## src/rtl/core_wake_pkg.sv

```systemverilog
`timescale 1ns/1ps
package core_wake_pkg;

   typedef enum logic [2:0] {
      WK_FETCH  = 3'd0,
      WK_INIT   = 3'd1,
      WK_SETTLE = 3'd2,
      WK_KICK   = 3'd3,
      WK_WATCH  = 3'd4,
      WK_GRANT  = 3'd5,
      WK_GIVEUP = 3'd6,
      WK_FIN    = 3'd7
   } wake_state_e;

   typedef enum logic {
      MK_INIT  = 1'b0,
      MK_START = 1'b1
   } msg_kind_e;

   function automatic int unsigned max3(input int unsigned a, input int unsigned b,
                                        input int unsigned c);
      int unsigned m;
      m = (a > b) ? a : b;
      return (m > c) ? m : c;
   endfunction

endpackage

```

## src/rtl/core_wake_timer.sv

```systemverilog
`timescale 1ns/1ps
module core_wake_timer #(
   parameter int unsigned CYC_PER_MS = 200000,
   parameter int unsigned MAX_MS     = 10,
   parameter int unsigned MS_W       = 4,
   parameter bit          PRESCALED  = 1'b1
) (
   input  logic            clk,
   input  logic            rst_n,
   input  logic            load_i,
   input  logic [MS_W-1:0] ms_i,
   output logic            zero_o
);

   if (CYC_PER_MS < 1) begin : g_bad_cpm
      $error("core_wake_timer: CYC_PER_MS must be at least 1");
   end
   if (MAX_MS >= (1 << MS_W)) begin : g_bad_msw
      $error("core_wake_timer: MS_W too narrow for MAX_MS");
   end

   if (PRESCALED) begin : g_prescaled
      localparam int unsigned PRE_W = (CYC_PER_MS > 1) ? $clog2(CYC_PER_MS) : 1;
      localparam logic [PRE_W-1:0] PRE_LOAD = PRE_W'(CYC_PER_MS - 1);

      logic [PRE_W-1:0] pre_q;
      logic [MS_W-1:0]  ms_q;

      always_ff @(posedge clk or negedge rst_n) begin
         if (!rst_n) begin
            pre_q <= '0;
            ms_q  <= '0;
         end else if (load_i) begin
            pre_q <= PRE_LOAD;
            ms_q  <= ms_i - MS_W'(1);
         end else if (pre_q != '0) begin
            pre_q <= pre_q - PRE_W'(1);
         end else if (ms_q != '0) begin
            ms_q  <= ms_q - MS_W'(1);
            pre_q <= PRE_LOAD;
         end
      end

      assign zero_o = (pre_q == '0) && (ms_q == '0);
   end else begin : g_flat
      localparam int unsigned CNT_W = $clog2(MAX_MS * CYC_PER_MS + 1);

      logic [CNT_W-1:0] cnt_q;

      always_ff @(posedge clk or negedge rst_n) begin
         if (!rst_n) begin
            cnt_q <= '0;
         end else if (load_i) begin
            cnt_q <= CNT_W'(ms_i) * CNT_W'(CYC_PER_MS) - CNT_W'(1);
         end else if (cnt_q != '0) begin
            cnt_q <= cnt_q - CNT_W'(1);
         end
      end

      assign zero_o = (cnt_q == '0);
   end

endmodule

```

## src/rtl/core_wake_walker.sv

```systemverilog
`timescale 1ns/1ps
module core_wake_walker #(
   parameter int unsigned NUM_SLOTS = 4,
   parameter int unsigned IDX_W     = 2
) (
   input  logic                 clk,
   input  logic                 rst_n,
   input  logic                 step_i,
   input  logic                 mark_pass_i,
   input  logic                 mark_fail_i,
   output logic [IDX_W-1:0]     idx_o,
   output logic                 last_o,
   output logic [NUM_SLOTS-1:0] pass_vec_o,
   output logic [NUM_SLOTS-1:0] fail_vec_o
);

   localparam logic [IDX_W-1:0] LAST_IDX = IDX_W'(NUM_SLOTS - 1);

   logic [IDX_W-1:0] idx_q;

   always_ff @(posedge clk or negedge rst_n) begin
      if (!rst_n) begin
         idx_q <= '0;
      end else if (step_i && (idx_q != LAST_IDX)) begin
         idx_q <= idx_q + IDX_W'(1);
      end
   end

   for (genvar s = 0; s < NUM_SLOTS; s++) begin : g_slot
      logic hit;
      assign hit = (idx_q == IDX_W'(s));

      always_ff @(posedge clk or negedge rst_n) begin
         if (!rst_n) begin
            pass_vec_o[s] <= 1'b0;
            fail_vec_o[s] <= 1'b0;
         end else if (hit) begin
            if (mark_pass_i) pass_vec_o[s] <= 1'b1;
            if (mark_fail_i) fail_vec_o[s] <= 1'b1;
         end
      end
   end

   assign idx_o  = idx_q;
   assign last_o = (idx_q == LAST_IDX);

endmodule

```

## src/rtl/core_wake_fsm.sv

```systemverilog
`timescale 1ns/1ps
module core_wake_fsm
   import core_wake_pkg::*;
#(
   parameter int unsigned ID_W     = 8,
   parameter int unsigned MS_W     = 4,
   parameter int unsigned WAIT_MS  = 10,
   parameter int unsigned POLL1_MS = 5,
   parameter int unsigned POLL2_MS = 10
) (
   input  logic            clk,
   input  logic            rst_n,
   input  logic            tbl_en_i,
   input  logic [ID_W-1:0] tbl_id_i,
   input  logic            last_i,
   input  logic            msg_ready_i,
   input  logic            started_i,
   input  logic            tmr_zero_i,
   output logic            tmr_load_o,
   output logic [MS_W-1:0] tmr_ms_o,
   output logic            msg_valid_o,
   output logic            msg_kind_o,
   output logic [ID_W-1:0] msg_dest_o,
   output logic            ack_o,
   output logic [ID_W-1:0] ack_id_o,
   output logic            step_o,
   output logic            mark_pass_o,
   output logic            mark_fail_o,
   output logic            done_o
);

   wake_state_e     state_q, state_d;
   logic [ID_W-1:0] dest_q, dest_d;
   logic            retry_q, retry_d;

   always_ff @(posedge clk or negedge rst_n) begin
      if (!rst_n) begin
         state_q <= WK_FETCH;
         dest_q  <= '0;
         retry_q <= 1'b0;
      end else begin
         state_q <= state_d;
         dest_q  <= dest_d;
         retry_q <= retry_d;
      end
   end

   always_comb begin
      state_d     = state_q;
      dest_d      = dest_q;
      retry_d     = retry_q;
      tmr_load_o  = 1'b0;
      tmr_ms_o    = MS_W'(WAIT_MS);
      msg_valid_o = 1'b0;
      msg_kind_o  = logic'(MK_INIT);
      ack_o       = 1'b0;
      step_o      = 1'b0;
      mark_pass_o = 1'b0;
      mark_fail_o = 1'b0;
      done_o      = 1'b0;

      unique case (state_q)
         WK_FETCH: begin
            retry_d = 1'b0;
            if (tbl_en_i) begin
               dest_d  = tbl_id_i;
               state_d = WK_INIT;
            end else begin
               step_o  = 1'b1;
               state_d = last_i ? WK_FIN : WK_FETCH;
            end
         end
         WK_INIT: begin
            msg_valid_o = 1'b1;
            msg_kind_o  = logic'(MK_INIT);
            if (msg_ready_i) begin
               tmr_load_o = 1'b1;
               tmr_ms_o   = MS_W'(WAIT_MS);
               state_d    = WK_SETTLE;
            end
         end
         WK_SETTLE: begin
            if (tmr_zero_i) state_d = WK_KICK;
         end
         WK_KICK: begin
            msg_valid_o = 1'b1;
            msg_kind_o  = logic'(MK_START);
            if (msg_ready_i) begin
               tmr_load_o = 1'b1;
               tmr_ms_o   = retry_q ? MS_W'(POLL2_MS) : MS_W'(POLL1_MS);
               state_d    = WK_WATCH;
            end
         end
         WK_WATCH: begin
            if (started_i) begin
               state_d = WK_GRANT;
            end else if (tmr_zero_i) begin
               if (retry_q) begin
                  state_d = WK_GIVEUP;
               end else begin
                  retry_d = 1'b1;
                  state_d = WK_KICK;
               end
            end
         end
         WK_GRANT: begin
            ack_o       = 1'b1;
            mark_pass_o = 1'b1;
            step_o      = 1'b1;
            state_d     = last_i ? WK_FIN : WK_FETCH;
         end
         WK_GIVEUP: begin
            mark_fail_o = 1'b1;
            step_o      = 1'b1;
            state_d     = last_i ? WK_FIN : WK_FETCH;
         end
         WK_FIN: begin
            done_o = 1'b1;
         end
         default: state_d = WK_FIN;
      endcase
   end

   assign msg_dest_o = dest_q;
   assign ack_id_o   = dest_q;

endmodule

```

## src/rtl/core_wake_seq.sv

```systemverilog
`timescale 1ns/1ps
module core_wake_seq
   import core_wake_pkg::*;
#(
   parameter int unsigned NUM_SLOTS  = 4,
   parameter int unsigned ID_W       = 8,
   parameter int unsigned CYC_PER_MS = 200000,
   parameter int unsigned WAIT_MS    = 10,
   parameter int unsigned POLL1_MS   = 5,
   parameter int unsigned POLL2_MS   = 10,
   parameter bit          PRESCALED  = 1'b1,
   localparam int unsigned IDX_W     = (NUM_SLOTS > 1) ? $clog2(NUM_SLOTS) : 1
) (
   input  logic                 clk,
   input  logic                 rst_n,
   output logic [IDX_W-1:0]     tbl_addr_o,
   input  logic                 tbl_en_i,
   input  logic [ID_W-1:0]      tbl_id_i,
   output logic                 msg_valid_o,
   input  logic                 msg_ready_i,
   output logic                 msg_kind_o,
   output logic [ID_W-1:0]      msg_dest_o,
   input  logic                 started_i,
   output logic                 ack_o,
   output logic [ID_W-1:0]      ack_id_o,
   output logic [NUM_SLOTS-1:0] pass_vec_o,
   output logic [NUM_SLOTS-1:0] fail_vec_o,
   output logic                 done_o
);

   localparam int unsigned MAX_MS = max3(WAIT_MS, POLL1_MS, POLL2_MS);
   localparam int unsigned MS_W   = $clog2(MAX_MS + 1);

   if (NUM_SLOTS < 1) begin : g_bad_slots
      $error("core_wake_seq: NUM_SLOTS must be at least 1");
   end
   if (ID_W < 1) begin : g_bad_id
      $error("core_wake_seq: ID_W must be at least 1");
   end
   if (WAIT_MS < 1 || POLL1_MS < 1) begin : g_bad_ms
      $error("core_wake_seq: delays must be at least 1 ms");
   end
   if (POLL2_MS < POLL1_MS) begin : g_bad_retry
      $error("core_wake_seq: retry window must not be shorter than the first");
   end

   logic            tmr_load;
   logic [MS_W-1:0] tmr_ms;
   logic            tmr_zero;
   logic            step, mark_pass, mark_fail, last_slot;

   core_wake_timer #(
      .CYC_PER_MS (CYC_PER_MS),
      .MAX_MS     (MAX_MS),
      .MS_W       (MS_W),
      .PRESCALED  (PRESCALED)
   ) i_timer (
      .clk    (clk),
      .rst_n  (rst_n),
      .load_i (tmr_load),
      .ms_i   (tmr_ms),
      .zero_o (tmr_zero)
   );

   core_wake_walker #(
      .NUM_SLOTS (NUM_SLOTS),
      .IDX_W     (IDX_W)
   ) i_walker (
      .clk         (clk),
      .rst_n       (rst_n),
      .step_i      (step),
      .mark_pass_i (mark_pass),
      .mark_fail_i (mark_fail),
      .idx_o       (tbl_addr_o),
      .last_o      (last_slot),
      .pass_vec_o  (pass_vec_o),
      .fail_vec_o  (fail_vec_o)
   );

   core_wake_fsm #(
      .ID_W     (ID_W),
      .MS_W     (MS_W),
      .WAIT_MS  (WAIT_MS),
      .POLL1_MS (POLL1_MS),
      .POLL2_MS (POLL2_MS)
   ) i_fsm (
      .clk         (clk),
      .rst_n       (rst_n),
      .tbl_en_i    (tbl_en_i),
      .tbl_id_i    (tbl_id_i),
      .last_i      (last_slot),
      .msg_ready_i (msg_ready_i),
      .started_i   (started_i),
      .tmr_zero_i  (tmr_zero),
      .tmr_load_o  (tmr_load),
      .tmr_ms_o    (tmr_ms),
      .msg_valid_o (msg_valid_o),
      .msg_kind_o  (msg_kind_o),
      .msg_dest_o  (msg_dest_o),
      .ack_o       (ack_o),
      .ack_id_o    (ack_id_o),
      .step_o      (step),
      .mark_pass_o (mark_pass),
      .mark_fail_o (mark_fail),
      .done_o      (done_o)
   );

endmodule

```

## config.mk

```make
export PLATFORM = sky130hd
export DESIGN_NAME = core_wake_seq
export DESIGN_NICKNAME = d
export VERILOG_FILES = /design/src/rtl/core_wake_pkg.sv /design/src/rtl/core_wake_timer.sv /design/src/rtl/core_wake_walker.sv /design/src/rtl/core_wake_fsm.sv /design/src/rtl/core_wake_seq.sv
export SDC_FILE = /design/constraint.sdc
export NUM_CORES = 1
export LEC_CHECK = 0
export BUFFER_PORTS_ARGS = -buffer_cell sky130_fd_sc_hd__buf_2
export CAP_MARGIN = 25
export CORE_ASPECT_RATIO = 0.5
export CORE_MARGIN = 1
export CORE_UTILIZATION = 42
export DETAILED_ROUTE_END_ITERATION = 7
export GPL_ROUTABILITY_DRIVEN = 0
export PLACE_DENSITY = 0.65
export SKIP_LAST_GASP = 1
export SYNTH_ARGS = -nofsm -noshare
export SYNTH_HDL_FRONTEND = slang
export SYNTH_HIERARCHICAL = 1
export SYNTH_SLANG_ARGS = --single-unit
```

## constraint.sdc

```tcl
create_clock -name clk -period 2.91 [get_ports clk]
set_input_delay 0.1455 -clock clk [delete_from_list [all_inputs] [get_ports clk]]
set_output_delay 0.1455 -clock clk [all_outputs]
set_load 0.02 [all_outputs]
```

==> results.py, run 1 <==
metrics = {
    "status": {
        "status": "complete, no violations",
    },
    "setup_path": {
        "crit_path_max_incr_delay_ps": 380,
        "worst-path-max-fanout": 4,
        "required_ps": 3080,
        "timing.rr.start": "i_timer/g_prescaled.pre_q[1]$_DFFE_PN0P_",
        "worst_path_dominant_cell_family": "simple AND/OR/NAND/NOR gates",
        "critical-path-top-cell-by-count": "inv_1",
        "kind_of_critical_path": "register to register",
        "crit_buf_inv": 2,
        "regToRegSetupSlack_ps": 250,
        "r2r_cells": 11,
        "setup.worst_path.start_class": "register",
        "crit_path_top_delay_cell": "dfrtp_1",
        "r2r-end": "i_fsm/state_q[1]$_DFFE_PN0P_",
        "timing.critical_path.to_type": "register",
        "worst_ep_arrival_time_ps": 2830,
        "critical_path.cell_chain": "inv_1 -> ha_1 -> nor4b_4 -> nand2_1 -> nor2_1 -> nand4_1 -> inv_1 -> nor3b_1 -> o32ai_2 -> mux2_4 -> a211o_1",
    },
    "detailed_routing": {
        "route.detailed.drc": 0,
        "wl_met1_um": 2400,
        "ant_nets": 0,
        "topRoutingLayerUsed": "met4",
        "wirelength_um": 5190,
        "routedWlPerCell_um": 14.5,
        "viasPerCell": 5.50,
        "detail_route.iter0.violations": 80,
        "vias": 1975,
        "met3_routed_wirelength_um": 287,
        "wl_met2_um": 2450,
        "drtPass1Iterations": 4,
    },
    "final_layout": {
        "num-fill-cells": 518,
        "syn2layout_area_growth_pct": 14.8,
        "num_antenna_cells": 0,
        "area_of_combinational_cells_with_multiple_inputs_mm2": 0.00128,
        "design.final.nets": 305,
        "seq_area_mm2": 0.00110,
        "final_layout_size_suffix_gt1_frac": 0.290,
    },
    "worst_hold_path": {
        "worst_hold_startpoint": "tbl_id_i[6]",
        "hold_path_end": "i_fsm/ack_id_o[6]$_DFFE_PN0P_",
        "worst_hold_path.num_cells": 2,
        "hold_path.class": "input port to register",
    },
    "power": {
        "seq_power_share": 0.357,
        "cellPowerDensity_mw_per_mm2": 996,
        "internal_power_uw": 1740,
        "power.share.switching": 0.407,
        "total_switching_power_uw": 1190,
        "p_leak_uw": 0.00134,
        "power.combinational.fraction": 0.451,
        "vdd_ir_drop_max_mv": 0.681,
        "clock_power_share": 0.192,
    },
    "floorplanning": {
        "rows": 19,
        "io-pin-count": 43,
        "die_width_um": 112,
        "die_height_um": 57.2,
        "design.die.area_mm2": 0.00642,
        "floorplan.core_area_mm2": 0.00568,
        "initial_core_util": 0.450,
    },
    "clocking": {
        "clock_slew_at_reported_path_ffs_ps": 60,
        "cts_hold_buf": 0,
        "cts_root_buffer": "clkbuf_16",
        "clk-insertion-delay-late_ps": 280,
        "clockBufferDepth": 2,
        "cts.htree.levels": 2,
        "cts_buf_count": 5,
        "clk_sink_count": 44,
        "ctsResizeCount": 0,
        "post-cts-setup-buffers": 0,
        "cts_tree": "yes",
    },
    "timing": {
        "report.final.hold_viol_count": 0,
        "finalSetupViolations": 0,
        "max_freq_mhz": 376,
        "layout_setup_ws_ps": 252,
        "max_slew.worst_pin.slew_ps": 577,
        "slew_viols_final": 0,
        "slew_headroom": 0.615,
        "final_min_period_over_clock_period": 0.913,
        "skew_final_ps": 2.90,
        "unrepaired_setup_endpoints_after_global_routing": "false",
        "min_period_ps": 2660,
        "worst_hold_slack_ps": 97.3,
        "post_route_setup_tns_ps": 0,
    },
    "global_routing": {
        "first_pass_grt_wire_length_um": 8920,
        "grt_pass1_vias": 1901,
        "grt_start_max_net_pins": 45,
        "antenna_found_initial": 0,
        "grt.overflow.total": 0,
        "grtUsageTotal": 0.176,
    },
    "yosys": {
        "synthFlopType": "dfrtp_1",
        "synth_edf_count": 0,
        "synth-async-reset-ratio": 1.00,
        "synth_sequential_area_ratio": 0.431,
        "yosysWarnings": 6,
        "syn_area_mm2": 0.00256,
        "post_synth_num_cell_types": 53,
        "average_instance_area_after_synthesis_um2": 10.2,
        "synth.ff_latch_count": 44,
        "syn_nets": 270,
        "synthesis.instances": 250,
    },
    "placement": {
        "io_buffer_count": 42,
        "hpwl_um": 3730,
        "place_worst_setup_slack_ps": 238,
    },
    "run": {
        "max_cap_viol_count": 0,
    },
}
[worst max-delay path by stage]
stage                                                          from                            to  slack, ps  cells past startpoint
after floorplan           i_timer/g_prescaled.pre_q[12]$_DFFE_PN0P_  i_fsm/state_q[1]$_DFFE_PN0P_        360                      8
after global placement     i_timer/g_prescaled.pre_q[0]$_DFFE_PN0P_  i_fsm/state_q[1]$_DFFE_PN0P_        370                     11
after detailed placement   i_timer/g_prescaled.pre_q[1]$_DFFE_PN0P_  i_fsm/state_q[1]$_DFFE_PN0P_        240                     11
after CTS                  i_timer/g_prescaled.pre_q[1]$_DFFE_PN0P_  i_fsm/state_q[1]$_DFFE_PN0P_        240                     11
after global routing       i_timer/g_prescaled.pre_q[0]$_DFFE_PN0P_  i_fsm/state_q[1]$_DFFE_PN0P_         60                     11
final                      i_timer/g_prescaled.pre_q[1]$_DFFE_PN0P_  i_fsm/state_q[1]$_DFFE_PN0P_        250                     11
[cell usage after synthesis (4+ instances only)]
master     n  area share
dfrtp_1   44        0.43
nor2_1    22       0.032
buf_4     13       0.038
nand2_1   13       0.019
inv_1     10       0.015
a21o_1     9       0.026
nor3_1     9       0.018
a21oi_1    8       0.016
mux2_2     8       0.035
o21ai_0    8       0.016
or3_1      8       0.020
ha_1       7       0.034
nand3_1    7       0.014
mux2i_1    5       0.020
nor2b_1    5       0.012
xnor2_1    5       0.017
a31o_2     4       0.014
and2_1     4      0.0098
clkbuf_1   4      0.0059
nand2b_1   4      0.0098
nor4b_1    4       0.014
[kinds of logic after synthesis]
| group | count (synthesis) | synth area share |
|---|---|---|
| AO/OA/AOI/OAI | 46 | 0.130 |
| XOR/XNOR | 8 | 0.0274 |
| adder cells (fa/ha/maj) | 7 | 0.0342 |
| buffers and inverters | 31 | 0.0690 |
| flip-flops | 44 | 0.431 |
| multiplexers | 15 | 0.0665 |
| AND/OR/NAND/NOR | 99 | 0.243 |
[routing by layer]
| metal | vias up | global-route usage |
|---|---|---|
| met5 | - | 0 |
| met4 | 0 | 0.0552 |
| met3 | 8 | 0.0436 |
| met2 | 54 | 0.292 |
| met1 | 961 | 0.232 |
| li1 | 952 | - |
[worst reg2reg max path: stages, from the launching register on]
cell     delay [ps]
dfrtp_1         380
inv_1            80
ha_1            190
nor4b_4         300
nand2_1         160
nor2_1          220
nand4_1         170
inv_1           110
nor3b_1          60
o32ai_2         320
mux2_4          330
a211o_1         220
[layout make-up]
class	instances	share of cell area
clock inverters	2	0.00341
repair buffers	49	0.0946
clock buffers	6	0.0473
inverters	10	0.0128
well taps	73	0.0311
multi-input cells	175	0.436
flip-flops and latches	44	0.375
[stage by stage]
step	cells	area, um2	util	total power (uW)
after global placement	349	2760	0.485	2350
after CTS	357	2910	0.512	2960
after detailed placement	349	2760	0.485	2380
after floorplan	250	2560	-	2100
final	359	2940	0.517	2930
after global routing	359	2940	0.517	3140
[cells in the final DEF, fill, tap and decap left out, types with 8 or more instances in the layout]
cell type  count
a21oi_1        8
a21o_1         9
nor3_1         9
o21ai_0        8
nand2_1       13
nor2_1        22
or3_1          8
inv_1         10
dfrtp_1       44
mux2_2         8
buf_2         42
[sequential cells by signal (all words and copies together) (netlist names)]
register and cells:
i_walker/pass_vec_o 4, i_fsm/state_q 3, i_fsm/ack_id_o 8, i_walker/idx_o 2, i_walker/fail_vec_o 4, i_timer/g_prescaled.ms_q 4, i_fsm/retry_q 1, i_timer/g_prescaled.pre_q 18
[power by group through the flow]
stage / combinational (uW) / sequential [uW] / clock, uW
after floorplan: 952 / 1140 / 0
after global placement: 1310 / 1040 / 0
after detailed placement: 1330 / 1050 / 0
after CTS: 1330 / 1050 / 578
after global routing: 1460 / 1080 / 607
final: 1320 / 1040 / 561
Note: power is estimated with default switching activity, not from simulation.
==> run 2, diff against run 1 <==
CORE_UTILIZATION = 30   (was 42)
PLACE_DENSITY = 0.51   (was 0.65)
TNS_END_PERCENT = 5   (was not set)
==> run 2 against run 1 <==
  * Maximum frequency increased by 0.16%
  * Clock power increased by 16%
  * Highest routed layer unchanged
  * Final cell count increased by 12%
==> results.py, run 2 (same netlist as run 1, synthesis figures left out) <==
metrics = {
    "setup_path": {
        "setup.worst_path.start_class": "register",
        "required_ps": 3080,
        "worst_ep_arrival_time_ps": 2830,
        "worst-path-max-fanout": 5,
        "kind_of_critical_path": "register to register",
        "timing.critical_path.to_type": "register",
    },
    "clocking": {
        "clk-insertion-delay-late_ps": 290,
        "cts.htree.levels": 2,
        "cts_buf_count": 5,
        "cts_tree": "yes",
        "cts_root_buffer": "clkbuf_16",
        "post-cts-setup-buffers": 0,
        "clockBufferDepth": 2,
        "clk_sink_count": 44,
        "clock_slew_at_reported_path_ffs_ps": 70,
    },
    "detailed_routing": {
        "viasPerCell": 4.81,
        "drtPass1Iterations": 4,
        "route.detailed.drc": 0,
        "ant_nets": 0,
        "vias": 1928,
        "routedWlPerCell_um": 13.4,
        "wirelength_um": 5360,
        "detail_route.iter0.violations": 35,
    },
    "placement": {
        "io_buffer_count": 42,
        "place_worst_setup_slack_ps": 218,
        "hpwl_um": 3870,
    },
    "final_layout": {
        "syn2layout_area_growth_pct": 18.5,
        "num-fill-cells": 817,
        "largest_register_ff_count": 18,
        "mostFrequentLayoutCells": "dfrtp_1 (44), buf_2 (42), nor2_1 (22)",
        "final_layout_size_suffix_gt1_frac": 0.301,
        "num_antenna_cells": 0,
        "layout.cells.most_common": "dfrtp_1",
        "max_flop_register": "i_timer/g_prescaled.pre_q",
        "design.final.nets": 308,
    },
    "timing": {
        "unrepaired_setup_endpoints_after_global_routing": "false",
        "post_route_setup_tns_ps": 0,
        "final_min_period_over_clock_period": 0.912,
        "slew_headroom": 0.669,
        "max_freq_mhz": 377,
        "report.final.hold_viol_count": 0,
        "skew_final_ps": 5.88,
        "layout_setup_ws_ps": 257,
        "finalSetupViolations": 0,
        "max_slew.worst_pin.slew_ps": 494,
        "min_period_ps": 2650,
        "slew_viols_final": 0,
    },
    "global_routing": {
        "grt.overflow.total": 0,
        "grtUsageTotal": 0.129,
        "grt_pass1_vias": 1880,
        "grt_start_max_net_pins": 45,
        "antenna_found_initial": 0,
        "first_pass_grt_wire_length_um": 9010,
    },
    "power": {
        "total_switching_power_uw": 1220,
        "seq_power_share": 0.334,
        "power.share.switching": 0.401,
        "power_uw": 3040,
        "vdd_ir_drop_max_mv": 0.503,
        "cellPowerDensity_mw_per_mm2": 1000,
        "internal_power_uw": 1820,
        "power.combinational.fraction": 0.452,
        "clock_power_share": 0.215,
        "p_leak_uw": 0.00136,
    },
    "status": {
        "status": "complete, no violations",
    },
    "floorplanning": {
        "design.die.area_mm2": 0.00892,
        "initial_core_util": 0.314,
        "io-pin-count": 43,
        "floorplan.core_area_mm2": 0.00814,
        "die_width_um": 133,
        "rows": 23,
        "die_height_um": 67.3,
    },
    "worst_hold_path": {
        "hold_path.class": "input port to register",
    },
    "run": {
        "max_cap_viol_count": 0,
    },
}
[run 2: power groups by stage]
stage / combinational [uW] / clock (uW) / sequential [uW]
floorplan: 952 / 0 / 1140
global placement: 1370 / 0 / 1020
detailed placement: 1380 / 0 / 1020
CTS: 1380 / 667 / 1020
global route: 1520 / 704 / 1050
finish: 1370 / 652 / 1010
[run 2: path summary, 6_finish.rpt]
kind	endpoint	cells after the start	slack (ps)	from
worst max register to register	i_fsm/state_q[1]$_DFFE_PN0P_	11	260	i_timer/g_prescaled.pre_q[0]$_DFFE_PN0P_
worst min-delay path	i_fsm/ack_id_o[1]$_DFFE_PN0P_	2	90	tbl_id_i[1]
worst min register to register	i_walker/fail_vec_o[1]$_DFFE_PN0P_	1	460	i_walker/fail_vec_o[1]$_DFFE_PN0P_
worst max-delay path	i_fsm/state_q[1]$_DFFE_PN0P_	11	260	i_timer/g_prescaled.pre_q[0]$_DFFE_PN0P_
min in group asynchronous	i_fsm/retry_q$_DFFE_PN0P_	2	320	rst_n
max in group asynchronous	i_timer/g_prescaled.pre_q[16]$_DFFE_PN0P_	3	2110	rst_n
[run 2: critical path, stage by stage (launching register included)]
cell and delay [ps]:
dfrtp_1 400, inv_1 70, ha_1 190, nor4b_4 260
nand2_1 160, nor2_1 210, nand4_1 170, inv_2 150
nor3b_1 70, o32ai_2 310, mux2_4 330, a211o_1 220
[run 2: area by class of cell]
cell class	instances	area [um2]	share of cell area
Clock buffer	5	125	0.0413
Clock inverter	3	47.5	0.0157
Inverter	10	37.5	0.0124
Multi-Input combinational cell	175	1280	0.422
Sequential cell	44	1100	0.363
Tap cell	112	140	0.0462
Timing Repair Buffer	52	300	0.0991
[run 2: what timing repair did]
action,CTS,global route
hold buffers,0,1
hold endpoints to repair,0,14
endpoints found under the setup margin,0,1
gates resized for setup,0,1
[run 2: layer usage]
metal	GRT usage	up-vias	routed length, um
met5	0	-	0
met4	0.0302	0	48
met3	0.0428	4	243
met2	0.212	41	2490
met1	0.167	934	2580
li1	-	949	-
[run 2: per-stage QoR]
stage	util	area, um2	cells	hold slack [ps]
after floorplan	-	2560	250	-150
after global placement	0.347	2830	391	370
after detailed placement	0.347	2830	391	381
after CTS	0.369	3000	399	75.9
after global routing	0.372	3030	401	80.3
final	0.372	3030	401	89.8
==> run 3, diff against run 2 <==
SETUP_SLACK_MARGIN = 0.4   (was not set)
==> run 3 against run 2 <==
  * Wire length rose by 5.5%
  * First-iteration DRC count is 71% higher
  * Worst hold slack about the same
  * Count of clock-buffer cells in the layout unchanged
  * Clock skew decreased by 0.96 ps
  * Final cell count up 2.7%
  * Critical path depth shrank 3
  * Total power increased by 0.48%
  * Maximum frequency up 9.3%
  * Die area unchanged
  * Utilization up 1.2 points
  * Largest cell class unchanged
  * Highest routed layer unchanged
==> results.py, run 3 (same netlist as run 1, synthesis figures left out) <==
metrics = {
    "status": {
        "status": "complete, no violations",
    },
    "setup_path": {
        "required_ps": 3080,
        "crit_buf_inv": 1,
        "timing.critical_path.to_type": "register",
        "crit_path_max_incr_delay_ps": 560,
        "kind_of_critical_path": "register to register",
        "worst-path-max-fanout": 3,
        "crit_path_top_delay_cell": "or4_4",
        "critical_path.cell_chain": "or4_4 -> nor3_4 -> nand4_1 -> inv_2 -> nor3b_1 -> o32ai_2 -> mux2_4 -> a211o_1",
        "worst_path_dominant_cell_family": "simple AND/OR/NAND/NOR gates",
        "setup.worst_path.start_class": "register",
        "timing.rr.start": "i_timer/g_prescaled.pre_q[12]$_DFFE_PN0P_",
        "startpoint": "i_timer/g_prescaled.pre_q[12]$_DFFE_PN0P_",
        "worst_ep_arrival_time_ps": 2600,
    },
    "detailed_routing": {
        "wirelength_um": 5660,
        "viasPerCell": 4.92,
        "route.detailed.drc": 0,
        "ant_nets": 0,
        "routedWlPerCell_um": 13.7,
        "detail_route.iter0.violations": 60,
        "drtPass1Iterations": 4,
        "vias": 2029,
    },
    "global_routing": {
        "first_pass_grt_wire_length_um": 9350,
        "antenna_found_initial": 0,
        "grt.overflow.total": 0,
        "use_met2": 0.227,
        "grt_busiest_layer": "met2",
        "gr-usage-met1": 0.169,
        "grt_start_max_net_pins": 45,
        "grtUsageTotal": 0.134,
        "globalRouteMet3Util": 0.0368,
        "grt_pass1_vias": 1926,
    },
    "timing": {
        "min_period_ps": 2430,
        "final_min_period_over_clock_period": 0.834,
        "max_freq_mhz": 412,
        "worst_hold_slack_ps": 90.2,
        "unrepaired_setup_endpoints_after_global_routing": "true",
        "slew_viols_final": 0,
        "report.final.hold_viol_count": 0,
        "slew_headroom": 0.661,
        "post_route_setup_tns_ps": 0,
        "max_slew.worst_pin.slew_ps": 506,
        "finalSetupViolations": 0,
        "skew_final_ps": 4.93,
    },
    "clocking": {
        "cts_buf_count": 5,
        "clk-insertion-delay-late_ps": 290,
        "clock_slew_at_reported_path_ffs_ps": 60,
        "cts_root_buffer": "clkbuf_16",
        "cts_tree": "yes",
        "cts.htree.levels": 2,
        "clk_sink_count": 44,
        "clockBufferDepth": 2,
    },
    "final_layout": {
        "num-fill-cells": 828,
        "mostFrequentLayoutCells": "dfrtp_1 (44), buf_2 (42), nor2_1 (21)",
        "largest_register_ff_count": 18,
        "instances_no_fill": 412,
        "area_of_combinational_cells_with_multiple_inputs_mm2": 0.00129,
        "num_antenna_cells": 0,
        "seq_area_mm2": 0.00110,
        "syn2layout_area_growth_pct": 22.2,
        "layout.cells.most_common": "dfrtp_1",
        "max_flop_register": "i_timer/g_prescaled.pre_q",
        "final_design_area_no_fill_mm2": 0.00313,
        "design.final.nets": 319,
        "final_layout_size_suffix_gt1_frac": 0.340,
    },
    "placement": {
        "hpwl_um": 3960,
        "io_buffer_count": 42,
        "placed_cells": 390,
        "placed_cell_area_mm2": 0.00282,
    },
    "floorplanning": {
        "design.die.area_mm2": 0.00892,
        "die_height_um": 67.3,
        "floorplan.core_area_mm2": 0.00814,
        "rows": 23,
        "die_width_um": 133,
        "io-pin-count": 43,
        "initial_core_util": 0.314,
    },
    "worst_hold_path": {
        "worst_hold_startpoint": "tbl_id_i[4]",
        "hold_path.class": "input port to register",
    },
    "power": {
        "power_uw": 3050,
        "vdd_ir_drop_max_mv": 0.435,
        "p_leak_uw": 0.00141,
        "cellPowerDensity_mw_per_mm2": 977,
    },
    "run": {
        "max_cap_viol_count": 0,
    },
}
-- run 3: timing repair --
item / 4_1_cts / 5_1_grt
resized for setup: 3 / 3
buffers inserted: 4 / 8
pin swaps: 1 / 6
setup endpoints to repair: 1 / 1
hold buffers: 0 / 1
endpoints found under the hold margin: 0 / 14
-- run 3: where the power goes --
part / internal (uW) / switching [uW]
Sequential: 818 / 193
Clock: 408 / 240
Combinational: 604 / 791
-- run 3: routing by layer --
layer	wire length, um	vias up
met3	285	5
met1	2640	1006
li1	-	975
met5	0	-
met2	2670	43
met4	53	0
-- run 3: layout make-up --
cell class                 instances  area share
multi-input combinational        175       0.414
sequential                        44       0.352
clock buffer                       5      0.0400
clock inverter                     3      0.0148
tap                              112      0.0448
timing repair buffer              63       0.122
inverter                          10      0.0120
-- run 3: worst paths after layout --
check                                                      endpoint  slack [ps]  depth (start not counted)
max reg2reg                            i_fsm/state_q[1]$_DFFE_PN0P_         480                          8
min in group asynchronous  i_timer/g_prescaled.pre_q[6]$_DFFE_PN0P_         320                          2
max in group asynchronous                 i_fsm/retry_q$_DFFE_PN0P_        2110                          3
max                                    i_fsm/state_q[1]$_DFFE_PN0P_         480                          8
min reg2reg                      i_walker/fail_vec_o[0]$_DFFE_PN0P_         450                          1
min                                   i_fsm/ack_id_o[4]$_DFFE_PN0P_          90                          2
-- run 3: stage by stage --
stage | worst slack (ps) | utilization
floorplan | 401 | -
global placement | 311 | 0.346
global route | 364 | 0.384
finish | 482 | 0.384
detailed placement | 228 | 0.346
CTS | 455 | 0.372
